`src/rtl/lcd_bus_pkg.sv`:
```
package lcd_bus_pkg;

  localparam int COL_W  = 4;
  localparam int BYTE_W = 8;

  typedef enum logic [1:0] {
    REQ_INSTR  = 2'd0,
    REQ_CHAR   = 2'd1,
    REQ_CURSOR = 2'd2
  } req_kind_e;

  // control -> datapath strobes
  typedef struct packed {
    logic              start;
    logic              isRead;
    logic              rs;
    logic [BYTE_W-1:0] byteVal;
  } bus_strobe_t;

  // set-address opcode: bit7 set, bit6 selects the second line
  function automatic logic [BYTE_W-1:0] cursorCode(input logic row, input logic [COL_W-1:0] col);
    return {1'b1, row, 2'b00, col};
  endfunction

  function automatic logic [BYTE_W-1:0] initCmd(input logic [1:0] idx);
    case (idx)
      2'd0:    return 8'h38;
      2'd1:    return 8'h0C;
      2'd2:    return 8'h06;
      default: return 8'h01;
    endcase
  endfunction

endpackage

```
`src/rtl/lcd_bus_dp.sv`:
```
module lcd_bus_dp
  import lcd_bus_pkg::*;
#(
  parameter int unsigned SETUP_CYC = 50,
  parameter int unsigned PULSE_CYC = 50,
  parameter int unsigned HOLD_CYC  = 10
) (
  input  logic              clk,
  input  logic              rst_n,
  input  bus_strobe_t       strb,
  input  logic [BYTE_W-1:0] dataIn,
  output logic              cycDone,
  output logic [BYTE_W-1:0] statusByte,
  output logic              lcdRs,
  output logic              lcdRw,
  output logic              lcdE,
  output logic [BYTE_W-1:0] lcdDataOut,
  output logic              lcdDataOe
);

  localparam int unsigned MAX_A = (SETUP_CYC > PULSE_CYC) ? SETUP_CYC : PULSE_CYC;
  localparam int unsigned MAX_CYC = (MAX_A > HOLD_CYC) ? MAX_A : HOLD_CYC;
  localparam int CNT_W = $clog2(MAX_CYC + 1);

  typedef enum logic [1:0] {PH_IDLE, PH_SETUP, PH_PULSE, PH_HOLD} phase_e;

  phase_e            phase;
  logic [CNT_W-1:0]  cnt;
  logic              rsQ, rwQ, eQ, oeQ;
  logic [BYTE_W-1:0] dataQ, statQ;

  always_ff @(posedge clk) begin
    if (!rst_n) begin
      phase <= PH_IDLE;
      cnt   <= '0;
      rsQ   <= 1'b0;
      rwQ   <= 1'b0;
      eQ    <= 1'b0;
      oeQ   <= 1'b0;
      dataQ <= '0;
      statQ <= '0;
    end else begin
      case (phase)
        PH_IDLE: begin
          if (strb.start) begin
            rsQ   <= strb.rs;
            rwQ   <= strb.isRead;
            oeQ   <= !strb.isRead;
            if (!strb.isRead) dataQ <= strb.byteVal;
            cnt   <= CNT_W'(SETUP_CYC - 1);
            phase <= PH_SETUP;
          end
        end
        PH_SETUP: begin
          if (cnt == '0) begin
            eQ    <= 1'b1;
            cnt   <= CNT_W'(PULSE_CYC - 1);
            phase <= PH_PULSE;
          end else cnt <= cnt - 1'b1;
        end
        PH_PULSE: begin
          if (cnt == '0) begin
            eQ    <= 1'b0;
            if (rwQ) statQ <= dataIn;
            cnt   <= CNT_W'(HOLD_CYC - 1);
            phase <= PH_HOLD;
          end else cnt <= cnt - 1'b1;
        end
        default: begin
          if (cnt == '0) begin
            oeQ   <= 1'b0;
            phase <= PH_IDLE;
          end else cnt <= cnt - 1'b1;
        end
      endcase
    end
  end

  assign cycDone    = (phase == PH_HOLD) && (cnt == '0);
  assign statusByte = statQ;
  assign lcdRs      = rsQ;
  assign lcdRw      = rwQ;
  assign lcdE       = eQ;
  assign lcdDataOut = dataQ;
  assign lcdDataOe  = oeQ;

  // enable-high length tracker for the pulse width check
  logic [CNT_W-1:0] eHighLen;
  always_ff @(posedge clk) begin
    if (!rst_n)   eHighLen <= '0;
    else if (eQ)  eHighLen <= eHighLen + 1'b1;
    else          eHighLen <= '0;
  end

  p_e_width_r8: assert property (@(posedge clk) disable iff (!rst_n)
    $fell(lcdE) |-> (eHighLen == CNT_W'(PULSE_CYC)));

  p_stable_high_r8: assert property (@(posedge clk) disable iff (!rst_n)
    (lcdE && $past(lcdE)) |-> $stable({lcdRs, lcdRw, lcdDataOut, lcdDataOe}));

  p_hold_after_fall_r8: assert property (@(posedge clk) disable iff (!rst_n)
    $fell(lcdE) |-> $stable({lcdRs, lcdRw, lcdDataOut, lcdDataOe}));

  p_read_float_r9: assert property (@(posedge clk) disable iff (!rst_n)
    (lcdE && lcdRw) |-> !lcdDataOe);

endmodule

```
`src/rtl/lcd_seq_ctrl.sv`:
```
module lcd_seq_ctrl
  import lcd_bus_pkg::*;
#(
  parameter int unsigned POWERUP_CYC = 1500000
) (
  input  logic              clk,
  input  logic              rst_n,
  input  logic              reqValid,
  input  logic [1:0]        reqKind,
  input  logic [BYTE_W-1:0] reqData,
  input  logic              reqRow,
  input  logic [COL_W-1:0]  reqCol,
  output logic              reqReady,
  output logic              initDone,
  input  logic              cycDone,
  input  logic [BYTE_W-1:0] statusByte,
  output bus_strobe_t       strb
);

  localparam int PWR_W = $clog2(POWERUP_CYC + 1);

  typedef enum logic [2:0] {
    ST_PWR, ST_POLL_GO, ST_POLL_WAIT, ST_WR_GO, ST_WR_WAIT, ST_IDLE
  } state_e;

  state_e            state;
  logic [PWR_W-1:0]  pwrCnt;
  logic [1:0]        initIdx;
  logic              initDoneQ;
  logic [BYTE_W-1:0] curByte;
  logic              curRs;
  logic              pollClear;

  always_ff @(posedge clk) begin
    if (!rst_n) begin
      state     <= ST_PWR;
      pwrCnt    <= '0;
      initIdx   <= 2'd0;
      initDoneQ <= 1'b0;
      curByte   <= '0;
      curRs     <= 1'b0;
      pollClear <= 1'b0;
    end else begin
      case (state)
        ST_PWR: begin
          if (pwrCnt == PWR_W'(POWERUP_CYC - 1)) begin
            curByte <= initCmd(2'd0);
            curRs   <= 1'b0;
            state   <= ST_POLL_GO;
          end else pwrCnt <= pwrCnt + 1'b1;
        end
        ST_POLL_GO: state <= ST_POLL_WAIT;
        ST_POLL_WAIT: begin
          if (cycDone) begin
            if (statusByte[7]) begin
              pollClear <= 1'b0;
              state     <= ST_POLL_GO;
            end else begin
              pollClear <= 1'b1;
              state     <= ST_WR_GO;
            end
          end
        end
        ST_WR_GO: begin
          pollClear <= 1'b0;
          state     <= ST_WR_WAIT;
        end
        ST_WR_WAIT: begin
          if (cycDone) begin
            if (initDoneQ) state <= ST_IDLE;
            else if (initIdx == 2'd3) begin
              initDoneQ <= 1'b1;
              state     <= ST_IDLE;
            end else begin
              initIdx <= initIdx + 2'd1;
              curByte <= initCmd(initIdx + 2'd1);
              state   <= ST_POLL_GO;
            end
          end
        end
        default: begin
          if (reqValid) begin
            curRs   <= (reqKind == REQ_CHAR);
            curByte <= (reqKind == REQ_CURSOR) ? cursorCode(reqRow, reqCol) : reqData;
            state   <= ST_POLL_GO;
          end
        end
      endcase
    end
  end

  assign reqReady     = (state == ST_IDLE);
  assign initDone     = initDoneQ;
  assign strb.start   = (state == ST_POLL_GO) || (state == ST_WR_GO);
  assign strb.isRead  = (state == ST_POLL_GO);
  assign strb.rs      = (state == ST_POLL_GO) ? 1'b0 : curRs;
  assign strb.byteVal = curByte;

  p_write_after_clear_r4: assert property (@(posedge clk) disable iff (!rst_n)
    (strb.start && !strb.isRead) |-> pollClear);

  p_ready_after_init_r10: assert property (@(posedge clk) disable iff (!rst_n)
    reqReady |-> initDoneQ);

  p_init_complete_r3: assert property (@(posedge clk) disable iff (!rst_n)
    initDoneQ |-> (initIdx == 2'd3));

endmodule

```
`src/rtl/lcd_bus_ctrl.sv`:
```
module lcd_bus_ctrl
  import lcd_bus_pkg::*;
#(
  parameter int unsigned POWERUP_CYC = 1500000,
  parameter int unsigned SETUP_CYC   = 50,
  parameter int unsigned PULSE_CYC   = 50,
  parameter int unsigned HOLD_CYC    = 10
) (
  input  logic              clk,
  input  logic              rst_n,
  input  logic              reqValid,
  input  logic [1:0]        reqKind,
  input  logic [BYTE_W-1:0] reqData,
  input  logic              reqRow,
  input  logic [COL_W-1:0]  reqCol,
  output logic              reqReady,
  output logic              initDone,
  output logic              lcdRs,
  output logic              lcdRw,
  output logic              lcdE,
  output logic [BYTE_W-1:0] lcdDataOut,
  output logic              lcdDataOe,
  input  logic [BYTE_W-1:0] lcdDataIn
);

  bus_strobe_t       strb;
  logic              cycDone;
  logic [BYTE_W-1:0] statusByte;

  lcd_seq_ctrl #(.POWERUP_CYC(POWERUP_CYC)) ctrl_i (
    .clk(clk), .rst_n(rst_n),
    .reqValid(reqValid), .reqKind(reqKind), .reqData(reqData),
    .reqRow(reqRow), .reqCol(reqCol),
    .reqReady(reqReady), .initDone(initDone),
    .cycDone(cycDone), .statusByte(statusByte), .strb(strb)
  );

  lcd_bus_dp #(.SETUP_CYC(SETUP_CYC), .PULSE_CYC(PULSE_CYC), .HOLD_CYC(HOLD_CYC)) dp_i (
    .clk(clk), .rst_n(rst_n), .strb(strb), .dataIn(lcdDataIn),
    .cycDone(cycDone), .statusByte(statusByte),
    .lcdRs(lcdRs), .lcdRw(lcdRw), .lcdE(lcdE),
    .lcdDataOut(lcdDataOut), .lcdDataOe(lcdDataOe)
  );

endmodule

```
`config.mk`:
```
export PLATFORM = sky130hd
export DESIGN_NAME = lcd_bus_ctrl
export DESIGN_NICKNAME = d
export VERILOG_FILES = /design/src/rtl/lcd_bus_pkg.sv /design/src/rtl/lcd_bus_dp.sv /design/src/rtl/lcd_seq_ctrl.sv /design/src/rtl/lcd_bus_ctrl.sv
export SDC_FILE = /design/constraint.sdc
export NUM_CORES = 1
export LEC_CHECK = 0
export BUFFER_PORTS_ARGS = -buffer_cell sky130_fd_sc_hd__buf_4
export CORE_MARGIN = 1.5
export CORE_UTILIZATION = 40
export CTS_CLUSTER_DIAMETER = 120
export CTS_CLUSTER_SIZE = 12
export DETAILED_ROUTE_END_ITERATION = 10
export MAX_ROUTING_LAYER = met4
export PLACE_DENSITY = 0.59
export SLEW_MARGIN = 30
export SYNTH_ARGS = -nofsm -noshare
export SYNTH_HDL_FRONTEND = slang
export SYNTH_SLANG_ARGS = --single-unit
```
`constraint.sdc`:
```
create_clock -name clk -period 2 [get_ports clk]
set_input_delay 0.1 -clock clk [delete_from_list [all_inputs] [get_ports clk]]
set_output_delay 0.1 -clock clk [all_outputs]
set_load 0.005 [all_outputs]
```
==> impl_metrics.toml <==
[routing]
wl_um = 7010
vias = 2649
viasPerCell = 5.17
post_drt_wl_per_cell_um = 13.7
drt_iter0_markers = 129
antenna_left = 0
first_pass_iters = 4
drc = 0

[global_route]
grt_max_degree = 33
grt_usage = 0.193
grt-ovfl-total = 0
first_global_vias = 2581
grt_pass1_wl_um = 12300
antenna_found_initial = 0

[synthesis]
postSynthCellCount = 360
synth_flop_cell = "dfxtp_1"
synth_nets = 398
yosysTopAreaCell = "dfxtp_1"
synth_area_leaders = "dfxtp_1 38%, nand2_1 6.5%, ha_1 5.0%"
yosys.cell_types.count = 59
yosysSeqAreaShare = 0.377
synth.most_common_cell = "dfxtp_1"
synth_edf_count = 0
synth_commonest_cells = "57 x dfxtp_1, 52 x nand2_1, 35 x nor2_1"
ys_seq_elements = 57
ys.warnings.count = 0
synthArstFlopShare = 0
yosysTopAreaCellShare = 0.377
netlist_area_um2 = 3020
syn_area_per_cell_um2 = 8.40

[worst_setup_path]
cp_slowest_cell = "or3_1"
r2r_slack_ps = 120
crit_buf_inv = 0
critPathKind = "flip-flop to flip-flop"
crit_path_end_kind = "flip-flop"
cp.required_ps = 2280
cp_max_fo = 7
critPathLaunchType = "flip-flop"
slowest_delay_ps = 490
critical-path-top-delay-family = "simple AND/OR/NAND/NOR gates"
timing.rr.start = "dp_i.cnt[3]"
crit_arrival_ps = 2160
crit_chain = "or3_1 -> nor3_2 -> a41o_2 -> nor4b_2 -> a31o_1"
r2r_end = "ctrl_i.curByte[6]"
worstRegToRegCells = 5

[floorplan]
start_util = 0.415
rows = 31
coreArea_um2 = 7290
die_width_um = 89.9
die_area_um2 = 8090
pin_count = 40
die_h_um = 89.9

[sta]
fin_crit_sh = 0.941
hold_violations = 0
slew_violations = 0
slew_headroom = 0.663
clock-skew-final_ps = 11.2
max_freq_ghz = 0.531
hold_ws_ps = 7.36
min_period_ps = 1880
tightest_slew_ps = 505
setup_viol = 0

[power_and_ir_drop]
p_leak_nw = 1.51
p_int_mw = 2.37
p_sw_frac = 0.324
p_switching_mw = 1.14
worst_ir_drop_vdd_mv = 0.406
pwr-share-clk = 0.329
seqPwrFrac = 0.368
combPwrFrac = 0.303
powerDensity_nw_per_um2 = 940
finalPower_mw = 3.50

[worst_hold_path]
hp-start = "lcdDataIn[7]"
min_path_cells = 3
min_to = "dp_i.statusByte[7]"
hold_class = "input port to flip-flop"

[clock_tree]
cts-root-buf = "clkbuf_8"
cts_sinks = 57
htree_levels = 3
clockBufferDepth = 2
clk_latency_ps = 340
tritoncts = "built"
numCtsBuffers = 9
clk_pin_slew_worst_paths_ps = 60

[run_status]
run_status = "finished, final reports clean"

[place]
dp_hpwl_um = 5070
place_inst = 495
gp_congestion = 0.838
io_buffers = 32

[cells_and_area]
fin_nets = 446
fillers = 764
drive_gt1_frac = 0.235
fin_cells = 512
diodes = 0
syn2layout_area_growth_pct = 23.3

[job]
drv_cap = 0
-- tightest hold or removal path, stage by stage --
cell and delay, ps:
buf_4 80, mux2i_1 50, nor2_1 80
-- cell type report --
cell class                      count  area (µm²)  area share
Clock buffer                        9         124      0.0332
Clock inverter                      7        85.1      0.0228
Inverter                           14        52.6      0.0141
Multi-Input combinational cell    275        1800       0.483
Sequential cell                    57        1140       0.307
Tap cell                           99         124      0.0332
Timing Repair Buffer               51         395       0.106
-- routing by layer --
metal,share of wire,vias to the layer above,track usage,routed length [µm]
li1,-,1363,-,-
met1,0.52,1228,0.266,3650
met2,0.44,49,0.284,3060
met3,0.029,9,0.0313,206
met4,0.014,0,0.0754,99
met5,0,-,-,0
-- power groups by stage --
stage	registers, mW	logic, mW	clock network [mW]
after floorplan	1.28	0.748	0
after global placement	1.30	1.01	0
after detailed placement	1.31	1.03	0
after CTS	1.28	1.04	1.17
after global routing	1.30	1.19	1.24
final	1.29	1.06	1.15
-- cells by family (layout without fill, tap and decap cells) --
| family | count (synthesis) | in the layout | share of synthesized area |
|---|---|---|---|
| flops | 57 | 57 | 0.377 |
| buf+inv | 28 | 81 | 0.0360 |
| xor+xnor | 17 | 17 | 0.0493 |
| compound gates | 67 | 67 | 0.153 |
| fa+ha+maj | 12 | 12 | 0.0497 |
| simple gates | 164 | 164 | 0.284 |
| mux | 15 | 15 | 0.0501 |
-- registers in the layout, indices dropped and copies added (netlist names) --
signal / count
dp_i.statusByte: 1
ctrl_i.state: 3
dp_i.lcdDataOe: 1
dp_i.lcdRs: 1
ctrl_i.pwrCnt: 21
dp_i.phase: 2
dp_i.lcdDataOut: 8
dp_i.lcdE: 1
ctrl_i.curRs: 1
ctrl_i.initIdx: 2
ctrl_i.curByte: 8
ctrl_i.initDone: 1
dp_i.cnt: 6
dp_i.lcdRw: 1
-- through the flow --
stage,utilization,worst slack [ps],instance area [µm²],setup TNS [ps]
2_1_floorplan,-,31.8,3030,0
3_3_place_gp,0.479,89.8,3490,0
3_5_place_dp,0.479,3.71,3490,0
4_1_cts,0.508,28.8,3700,0
5_1_grt,0.511,-6.91,3730,-12.3
6_report,0.511,118,3730,0
-- cells in the final DEF (no fill, tap or decap), drive strengths merged, types with 3 or more instances in the layout --
cell type,n
nand2,52
o211ai,5
nor3,7
xnor2,7
nor2,37
dfxtp,57
nand4,7
and2,6
nand3,14
nor2b,4
a211oi,3
mux2i,14
nor4,4
clkbuf,9
buf,51
clkinv,5
ha,12
or3,5
a21oi,22
nand2b,9
and3,5
xor2,10
inv,14
o21ai,16
and4,4
or2,3
-- how the worst max path moves through the flow --
stage,start,endpoint,slack (ps),cells after the start
floorplan,dp_i.phase[0],dp_i.cnt[2],30,7
global placement,dp_i.phase[0],dp_i.cnt[2],90,7
detailed placement,dp_i.phase[0],dp_i.cnt[2],4,7
CTS,dp_i.phase[0],dp_i.cnt[2],30,7
global route,dp_i.phase[1],dp_i.cnt[2],-7,7
finish,dp_i.cnt[3],ctrl_i.curByte[6],120,5
-- timing repair --
| action | CTS | global route |
|---|---|---|
| hold buffers | 0 | 0 |
| endpoints found under the setup margin | 1 | 5 |
| pin swaps | 0 | 4 |
| gates resized for setup | 1 | 10 |
| setup buffers | 0 | 1 |
(Power assumes the default switching activity.)
